### config.mk
export PLATFORM = sky130hd
export DESIGN_NAME = i2c_fifo_events
export DESIGN_NICKNAME = d
export VERILOG_FILES = /design/src/rtl/i2cfe_pkg.sv /design/src/rtl/i2cfe_byte_fifo.sv /design/src/rtl/i2cfe_xfer_count.sv /design/src/rtl/i2cfe_evt_edge.sv /design/src/rtl/i2c_fifo_events.sv
export SDC_FILE = /design/constraint.sdc
export NUM_CORES = 1
export LEC_CHECK = 0
export BUFFER_PORTS_ARGS = -buffer_cell sky130_fd_sc_hd__buf_2
export CAP_MARGIN = 10
export CORE_MARGIN = 10
export CORE_UTILIZATION = 55
export CTS_CLUSTER_DIAMETER = 50
export CTS_CLUSTER_SIZE = 28
export DETAILED_ROUTE_END_ITERATION = 12
export PLACE_DENSITY_LB_ADDON = 0.08
export SYNTH_ARGS = -nofsm -noshare
export SYNTH_HDL_FRONTEND = slang
export SYNTH_HIERARCHICAL = 1
export SYNTH_SLANG_ARGS = --single-unit
### constraint.sdc
create_clock -name clk -period 7.5 [get_ports clk]
set_clock_uncertainty 0.15 [all_clocks]
set_input_delay 0 -clock clk [delete_from_list [all_inputs] [get_ports clk]]
set_output_delay 0 -clock clk [all_outputs]
set_load 0.01 [all_outputs]
### src/rtl/i2cfe_pkg.sv
package i2cfe_pkg;
   localparam int CFG_TX_THR_LSB = 0;
   localparam int CFG_TX_FLUSH   = 6;
   localparam int CFG_RX_THR_LSB = 8;
   localparam int CFG_RX_FLUSH   = 14;
   localparam int THR_W          = 6;
   localparam int NUM_EVT        = 4;

   typedef enum int {
      EV_RX_RDY = 0,
      EV_RX_DRN = 1,
      EV_TX_RDY = 2,
      EV_TX_DRN = 3
   } evt_idx_e;

   typedef struct packed {
      logic [THR_W-1:0] tx_m1;
      logic             tx_flush;
      logic [THR_W-1:0] rx_m1;
      logic             rx_flush;
   } cfg_fields_t;

   function automatic cfg_fields_t split_cfg(input logic [15:0] v);
      cfg_fields_t f;
      f.tx_m1    = v[CFG_TX_THR_LSB +: THR_W];
      f.tx_flush = v[CFG_TX_FLUSH];
      f.rx_m1    = v[CFG_RX_THR_LSB +: THR_W];
      f.rx_flush = v[CFG_RX_FLUSH];
      return f;
   endfunction

   function automatic logic [16:0] supply_left(input logic [15:0] rem, input logic [16:0] lvl);
      logic [16:0] r;
      r = {1'b0, rem};
      return (r > lvl) ? (r - lvl) : 17'd0;
   endfunction
endpackage

### src/rtl/i2cfe_byte_fifo.sv
module i2cfe_byte_fifo #(
   parameter int DEPTH_CODE = 1,
   localparam int DEPTH = 8 << DEPTH_CODE,
   localparam int AW    = $clog2(DEPTH),
   localparam int LW    = AW + 1
) (
   input  logic          clk,
   input  logic          rst_n,
   input  logic          flush,
   input  logic          push,
   input  logic [7:0]    wdata,
   input  logic          pop,
   output logic [7:0]    head,
   output logic [LW-1:0] level
);
   logic [7:0]    mem [DEPTH];
   logic [AW-1:0] wptr, rptr;
   logic          wr_ok, rd_ok;

   assign wr_ok = push && (level != LW'(DEPTH));
   assign rd_ok = pop && (level != '0);

   always_ff @(posedge clk) begin
      if (!rst_n || flush) begin
         wptr  <= '0;
         rptr  <= '0;
         level <= '0;
      end else begin
         if (wr_ok) wptr <= wptr + 1'b1;
         if (rd_ok) rptr <= rptr + 1'b1;
         case ({wr_ok, rd_ok})
            2'b10:   level <= level + 1'b1;
            2'b01:   level <= level - 1'b1;
            default: level <= level;
         endcase
      end
   end

   always_ff @(posedge clk) begin
      if (wr_ok && !flush) mem[wptr] <= wdata;
   end

   assign head = (level == '0) ? 8'h00 : mem[rptr];
endmodule

### src/rtl/i2cfe_xfer_count.sv
module i2cfe_xfer_count #(
   parameter int CNT_W = 16
) (
   input  logic             clk,
   input  logic             rst_n,
   input  logic             load,
   input  logic [CNT_W-1:0] load_val,
   input  logic             dec,
   output logic [CNT_W-1:0] remaining,
   output logic             valid
);
   always_ff @(posedge clk) begin
      if (!rst_n) begin
         remaining <= '0;
         valid     <= 1'b0;
      end else if (load) begin
         remaining <= load_val;
         valid     <= (load_val != '0);
      end else if (dec && remaining != '0) begin
         remaining <= remaining - 1'b1;
      end
   end
endmodule

### src/rtl/i2cfe_evt_edge.sv
module i2cfe_evt_edge (
   input  logic clk,
   input  logic rst_n,
   input  logic cond,
   output logic pulse
);
   logic cond_q;
   always_ff @(posedge clk) begin
      if (!rst_n) cond_q <= 1'b0;
      else        cond_q <= cond;
   end
   assign pulse = cond && !cond_q;
endmodule

### src/rtl/i2c_fifo_events.sv
module i2c_fifo_events
   import i2cfe_pkg::*;
#(
   parameter int DEPTH_CODE = 1,
   localparam int DEPTH = 8 << DEPTH_CODE,
   localparam int LW    = DEPTH_CODE + 4
) (
   input  logic          clk,
   input  logic          rst_n,
   input  logic          len_wr,
   input  logic [15:0]   len_val,
   input  logic          cfg_wr,
   input  logic [15:0]   cfg_val,
   input  logic          data_wr,
   input  logic [7:0]    data_wdata,
   input  logic          data_rd,
   output logic [7:0]    data_rdata,
   input  logic          rx_push,
   input  logic [7:0]    rx_byte,
   input  logic          tx_pop,
   output logic [7:0]    tx_byte,
   output logic [LW-1:0] tx_level,
   output logic [LW-1:0] rx_level,
   output logic [1:0]    depth_code,
   output logic          rx_ready_evt,
   output logic          rx_drain_evt,
   output logic          tx_ready_evt,
   output logic          tx_drain_evt
);
   generate
      if (DEPTH_CODE < 0 || DEPTH_CODE > 3) begin : g_bad_depth
         $error("DEPTH_CODE must lie in 0..3");
      end
   endgenerate

   cfg_fields_t      cfg_in;
   logic [THR_W-1:0] tx_m1_q, rx_m1_q;
   logic [THR_W:0]   tx_thr, rx_thr;
   logic             tx_flush, rx_flush;
   logic [15:0]      remaining;
   logic             xfer_valid;
   logic [16:0]      supply, tx_lvl17, rx_lvl17;
   logic             tx_below;
   logic [NUM_EVT-1:0] cond, evt;
   logic             unused_cfg;

   assign cfg_in     = split_cfg(cfg_val);
   assign unused_cfg = ^{cfg_val[15], cfg_val[7]};
   assign tx_flush   = cfg_wr && cfg_in.tx_flush;
   assign rx_flush   = cfg_wr && cfg_in.rx_flush;

   always_ff @(posedge clk) begin
      if (!rst_n) begin
         tx_m1_q <= '0;
         rx_m1_q <= '0;
      end else if (cfg_wr) begin
         tx_m1_q <= cfg_in.tx_m1;
         rx_m1_q <= cfg_in.rx_m1;
      end
   end

   assign tx_thr = {1'b0, tx_m1_q} + 1'b1;
   assign rx_thr = {1'b0, rx_m1_q} + 1'b1;

   i2cfe_byte_fifo #(.DEPTH_CODE(DEPTH_CODE)) u_txq (
      .clk(clk), .rst_n(rst_n), .flush(tx_flush),
      .push(data_wr), .wdata(data_wdata),
      .pop(tx_pop), .head(tx_byte), .level(tx_level));

   i2cfe_byte_fifo #(.DEPTH_CODE(DEPTH_CODE)) u_rxq (
      .clk(clk), .rst_n(rst_n), .flush(rx_flush),
      .push(rx_push), .wdata(rx_byte),
      .pop(data_rd), .head(data_rdata), .level(rx_level));

   i2cfe_xfer_count #(.CNT_W(16)) u_left (
      .clk(clk), .rst_n(rst_n), .load(len_wr), .load_val(len_val),
      .dec(rx_push || tx_pop), .remaining(remaining), .valid(xfer_valid));

   assign tx_lvl17 = 17'(tx_level);
   assign rx_lvl17 = 17'(rx_level);
   assign supply   = supply_left(remaining, tx_lvl17);
   assign tx_below = tx_lvl17 < 17'(tx_thr);

   always_comb begin
      cond            = '0;
      cond[EV_RX_RDY] = rx_lvl17 >= 17'(rx_thr);
      cond[EV_RX_DRN] = xfer_valid && (remaining == '0) && (rx_level != '0)
                        && (rx_lvl17 < 17'(rx_thr));
      cond[EV_TX_RDY] = xfer_valid && tx_below && (supply >= 17'(tx_thr));
      cond[EV_TX_DRN] = xfer_valid && tx_below && (supply != '0)
                        && (supply < 17'(tx_thr));
   end

   generate
      for (genvar g = 0; g < NUM_EVT; g++) begin : g_evt
         i2cfe_evt_edge u_edge (.clk(clk), .rst_n(rst_n), .cond(cond[g]), .pulse(evt[g]));
      end
   endgenerate

   assign rx_ready_evt = evt[EV_RX_RDY];
   assign rx_drain_evt = evt[EV_RX_DRN];
   assign tx_ready_evt = evt[EV_TX_RDY];
   assign tx_drain_evt = evt[EV_TX_DRN];
   assign depth_code   = 2'(DEPTH_CODE);
endmodule

==> metrics.txt <==
# TYPE chip_impl_metric gauge
chip_impl_metric{name="cp.required",unit="ns"} 7.35
chip_impl_info{name="most_frequent_cells_in_the_layout",value="256 x edfxtp_1, 98 x dlygate4sd3_1, 83 x buf_2"} 1
chip_impl_metric{name="route.antenna.remaining_nets",unit=""} 0
chip_impl_metric{name="yosysWarningCount",unit=""} 6
chip_impl_metric{name="cts_post_setup_buffers_inserted",unit=""} 0
chip_impl_info{name="worstPathCellList",value="or4_4 -> or4b_1 -> nor4_2 -> a21boi_4 -> nor2_1 -> ha_1 -> and3_1 -> o21ai_0 -> a31o_2 -> nand4b_1 -> nor4_4 -> nor4b_4 -> nor2b_4 -> buf_2"} 1
chip_impl_info{name="cp_delay_by_family_top",value="simple AND/OR/NAND/NOR gates"} 1
chip_impl_metric{name="antennaDiodeCount",unit=""} 0
chip_impl_metric{name="timing.final.hold_violations",unit=""} 0
chip_impl_metric{name="netlist_instances",unit=""} 985
chip_impl_metric{name="grt-ovfl-total",unit=""} 0
chip_impl_metric{name="leakage",unit="nW"} 6.04
chip_impl_info{name="ys_dominant_reg_cell",value="edfxtp_1"} 1
chip_impl_metric{name="wl",unit="µm"} 30700
chip_impl_metric{name="io_buffers",unit=""} 83
chip_impl_metric{name="area.growth.synth_to_final",unit="%"} 18.8
chip_impl_metric{name="synth_async_sr_flop_share",unit="%"} 0
chip_impl_metric{name="cts.path.max_buffers",unit=""} 3
chip_impl_metric{name="antenna_found_initial",unit=""} 0
chip_impl_metric{name="p_switching",unit="mW"} 1.33
chip_impl_metric{name="preCtsSetupSlack",unit="ns"} 3.30
chip_impl_metric{name="report.final.slew_viol_count",unit=""} 0
chip_impl_metric{name="pwr-share-comb",unit="%"} 20.2
chip_impl_metric{name="cts.repair.resized",unit=""} 0
chip_impl_metric{name="timing.setup.tns",unit="ns"} 0
chip_impl_metric{name="timing.final.ws_setup",unit="ns"} 2.73
chip_impl_metric{name="initial_core_util",unit="%"} 55.9
chip_impl_metric{name="row_count",unit=""} 59
chip_impl_metric{name="post_cts_clock_slew_at_the_launch_and_capture_registers_of_the_worst_setup_and_hold_paths",unit="ns"} 0.07
chip_impl_metric{name="fp.dieW",unit="µm"} 183
chip_impl_info{name="clk_root_buffer_cell",value="clkbuf_16"} 1
chip_impl_metric{name="yosysUniqueCellTypes",unit=""} 70
chip_impl_metric{name="finalWorstPathRequiredPeriod",unit="ns"} 4.77
chip_impl_metric{name="gp_congestion",unit=""} 0.821
chip_impl_metric{name="max_freq",unit="MHz"} 210
chip_impl_metric{name="buffers_plus_inverters_on_the_worst_setup_path",unit=""} 1
chip_impl_metric{name="drc",unit=""} 0
chip_impl_metric{name="regToRegSetupSlack",unit="ns"} 3.37
chip_impl_metric{name="syn-cell-area",unit="mm²"} 0.0146
chip_impl_metric{name="path_depth",unit=""} 14
chip_impl_metric{name="worst_ir_drop_vdd",unit="mV"} 0.236
chip_impl_info{name="cts_tree",value="yes"} 1
chip_impl_info{name="mostFrequentLayoutCell",value="edfxtp_1"} 1
chip_impl_metric{name="arrival",unit="ns"} 4.62
chip_impl_metric{name="via_cell_ratio",unit=""} 5.83
chip_impl_metric{name="syn_avg_cell_area",unit="µm²"} 14.8
chip_impl_info{name="critPathCapture",value="tx_drain_evt"} 1
chip_impl_metric{name="grt_max_degree",unit=""} 40
chip_impl_metric{name="report.final.setup_viol",unit=""} 0
chip_impl_metric{name="clock_sink_count",unit=""} 323
chip_impl_metric{name="ios",unit=""} 88
chip_impl_metric{name="layout-drive-gt1-share",unit="%"} 20.1
chip_impl_metric{name="clkLatencyLatePin",unit="ns"} 0.58
chip_impl_info{name="critPathCaptureType",value="primary output"} 1
chip_impl_info{name="status",value="complete, no violations"} 1
chip_impl_metric{name="syn_nets",unit=""} 1082
chip_impl_metric{name="dr.pass1.iters",unit=""} 5
chip_impl_metric{name="first_global_vias",unit=""} 8965
chip_impl_metric{name="finalNetCount",unit=""} 1259
chip_impl_metric{name="synth-seq-cells",unit=""} 323
chip_impl_metric{name="power-per-cell-area",unit="mW/mm²"} 266
chip_impl_metric{name="core_region_area",unit="mm²"} 0.0261
chip_impl_metric{name="synth_seq_area_share",unit="%"} 62.0
chip_impl_metric{name="max_cap_violation_count",unit=""} 0
chip_impl_metric{name="synth_enable_flop_cells",unit=""} 256
chip_impl_metric{name="power_frac_clock",unit="%"} 35.5
chip_impl_metric{name="timing.slew.headroom",unit="%"} 35.2
chip_impl_metric{name="cts-buffers-inserted",unit=""} 31
chip_impl_info{name="worstReg2RegStart",value="u_left/remaining[5]"} 1
chip_impl_metric{name="drt_first_iter_violations",unit=""} 656
chip_impl_metric{name="critical_path.max_stage_delay",unit="ns"} 0.58
chip_impl_metric{name="die_h",unit="µm"} 183
chip_impl_info{name="path_category_of_the_worst_min_delay_check",value="in -> reg"} 1
chip_impl_info{name="setup_repair_after_global_routing_missed_its_margin",value="false"} 1
chip_impl_info{name="worstSetupPathType",value="reg -> out"} 1
chip_impl_metric{name="tightest_slew",unit="ns"} 0.969
chip_impl_metric{name="cts-htree-levels",unit=""} 1
chip_impl_metric{name="detailed_place_hpwl",unit="µm"} 19200
chip_impl_metric{name="critical_path.max_fanout",unit=""} 12
chip_impl_info{name="worstReg2RegEnd",value="g_evt[3].u_edge/cond_q"} 1
chip_impl_metric{name="seq_power_share",unit="%"} 44.3
chip_impl_metric{name="r2r.worst_path.cells",unit=""} 13
chip_impl_info{name="timing.critical_path.slowest_stage_cell",value="or4_4"} 1
chip_impl_metric{name="p_sw_share",unit="%"} 28.8
chip_impl_metric{name="grt_pass1_wl",unit="µm"} 48900
chip_impl_metric{name="area_enclosed_by_the_die_boundary",unit="mm²"} 0.0334
chip_impl_info{name="crit_path_start_kind",value="register"} 1
chip_impl_metric{name="vias",unit=""} 8875
chip_impl_metric{name="track_usage",unit="%"} 18.2
chip_impl_info{name="cp-startpoint",value="u_left/remaining[5]"} 1
chip_impl_metric{name="power.internal",unit="mW"} 3.28
chip_impl_metric{name="layout_worst_path_cycle_share",unit="%"} 63.6
chip_impl_metric{name="wl_per_cell",unit="µm"} 20.2
==> metal layers <==
layer	routed length [µm]	part of all wire, %	track usage [%]	vias to the layer above
met2	14800	48	29.4	196
met1	14000	45	25.4	4446
met3	1520	4.9	3.33	33
li1	-	-	-	4200
met5	0	0	0	-
met4	388	1.3	3.74	0
==> timing repair <==
action | in CTS | in global routing
endpoints found under the setup margin | 0 | 0
hold endpoints to repair | 319 | 0
hold buffers | 98 | 0
==> per-stage QoR <==
stage               hold slack, ns  utilization [%]  power [mW]  cell area [µm²]  cells
floorplan                  -0.0511                -        2.74            14600    985
global placement             0.105             58.4        2.96            15200   1366
detailed placement           0.114             58.4        2.97            15200   1366
CTS                        0.00849             66.4        4.65            17300   1522
global route                0.0334             66.4        4.84            17300   1522
finish                      0.0213             66.4        4.61            17300   1522
==> tightest hold or removal path: stages <==
cell and delay, ns:
buf_2 0.08, and2_1 0.29, nor2b_1 0.20, o21a_1 0.14
==> power by group through the flow <==
stage	Sequential [mW]	Combinational, mW	Clock, mW
2_1_floorplan	2.06	0.678	0
3_3_place_gp	2.08	0.882	0
3_5_place_dp	2.08	0.889	0
4_1_cts	2.04	0.938	1.68
5_1_grt	2.05	1.03	1.75
6_report	2.04	0.932	1.64
==> worst min-delay path by stage <==
stage | slack [ns] | from | end | cells after the start
2_1_floorplan | -0.05 | rx_byte[0] | u_rxq/mem[0][0] | 0
3_3_place_gp | 0.11 | cfg_val[11] | rx_m1_q[3] | 3
3_5_place_dp | 0.11 | cfg_val[1] | tx_m1_q[1] | 3
4_1_cts | 0.008 | cfg_val[6] | u_txq/rptr[3] | 4
5_1_grt | 0.03 | cfg_val[6] | u_txq/rptr[3] | 4
6_report | 0.02 | cfg_val[6] | u_txq/rptr[3] | 4
==> final cells by class <==
cell class                 instances  area [µm²]
multi-input combinational        592        5210
clock buffer                      32         801
sequential                       323        9030
tap                              335         419
clock inverter                    26         305
inverter                          27         101
fill                            1859        8750
timing repair buffer             187        1440
==> registers in the layout (all words and copies together) (netlist names), named ones only <==
register / cells
u_rxq/wptr: 4
rx_m1_q: 6
tx_m1_q: 6
u_rxq/level: 5
u_txq/wptr: 4
g_evt.u_edge/cond_q: 4
u_rxq/mem: 128
u_txq/level: 5
u_left/valid: 1
u_txq/mem: 128
u_txq/rptr: 4
u_left/remaining: 16
u_rxq/rptr: 4
==> cell families after synthesis <==
group,Yosys count,share of synthesized area [%]
compound gates,132,6.18
other cells,2,0.0516
xor+xnor,29,1.74
simple gates,271,10.7
flops,323,62.0
fa+ha+maj,41,3.57
mux,117,13.5
buf+inv,70,2.27
==> synthesized netlist by cell type, types with 9 or more instances <==
library cell	number	share of area, %
a21oi_1	9	0.31
a31oi_1	11	0.47
clkbuf_1	22	0.57
dfxtp_1	67	9.2
edfxtp_1	256	53
ha_1	40	3.4
inv_1	27	0.70
mux2i_1	53	3.6
mux4_2	64	9.9
nand2_1	34	0.88
nand2b_1	10	0.43
nand3_1	17	0.58
nor2_1	77	2.0
nor2b_1	17	0.73
nor3_1	17	0.58
o211ai_1	10	0.52
o21a_1	17	0.88
o21ai_0	32	1.1
o22ai_1	16	0.69
or3_1	16	0.69
or4_1	9	0.46
xnor2_1	9	0.54
xor2_1	20	1.2
Note: power is estimated with default switching activity, not from simulation.
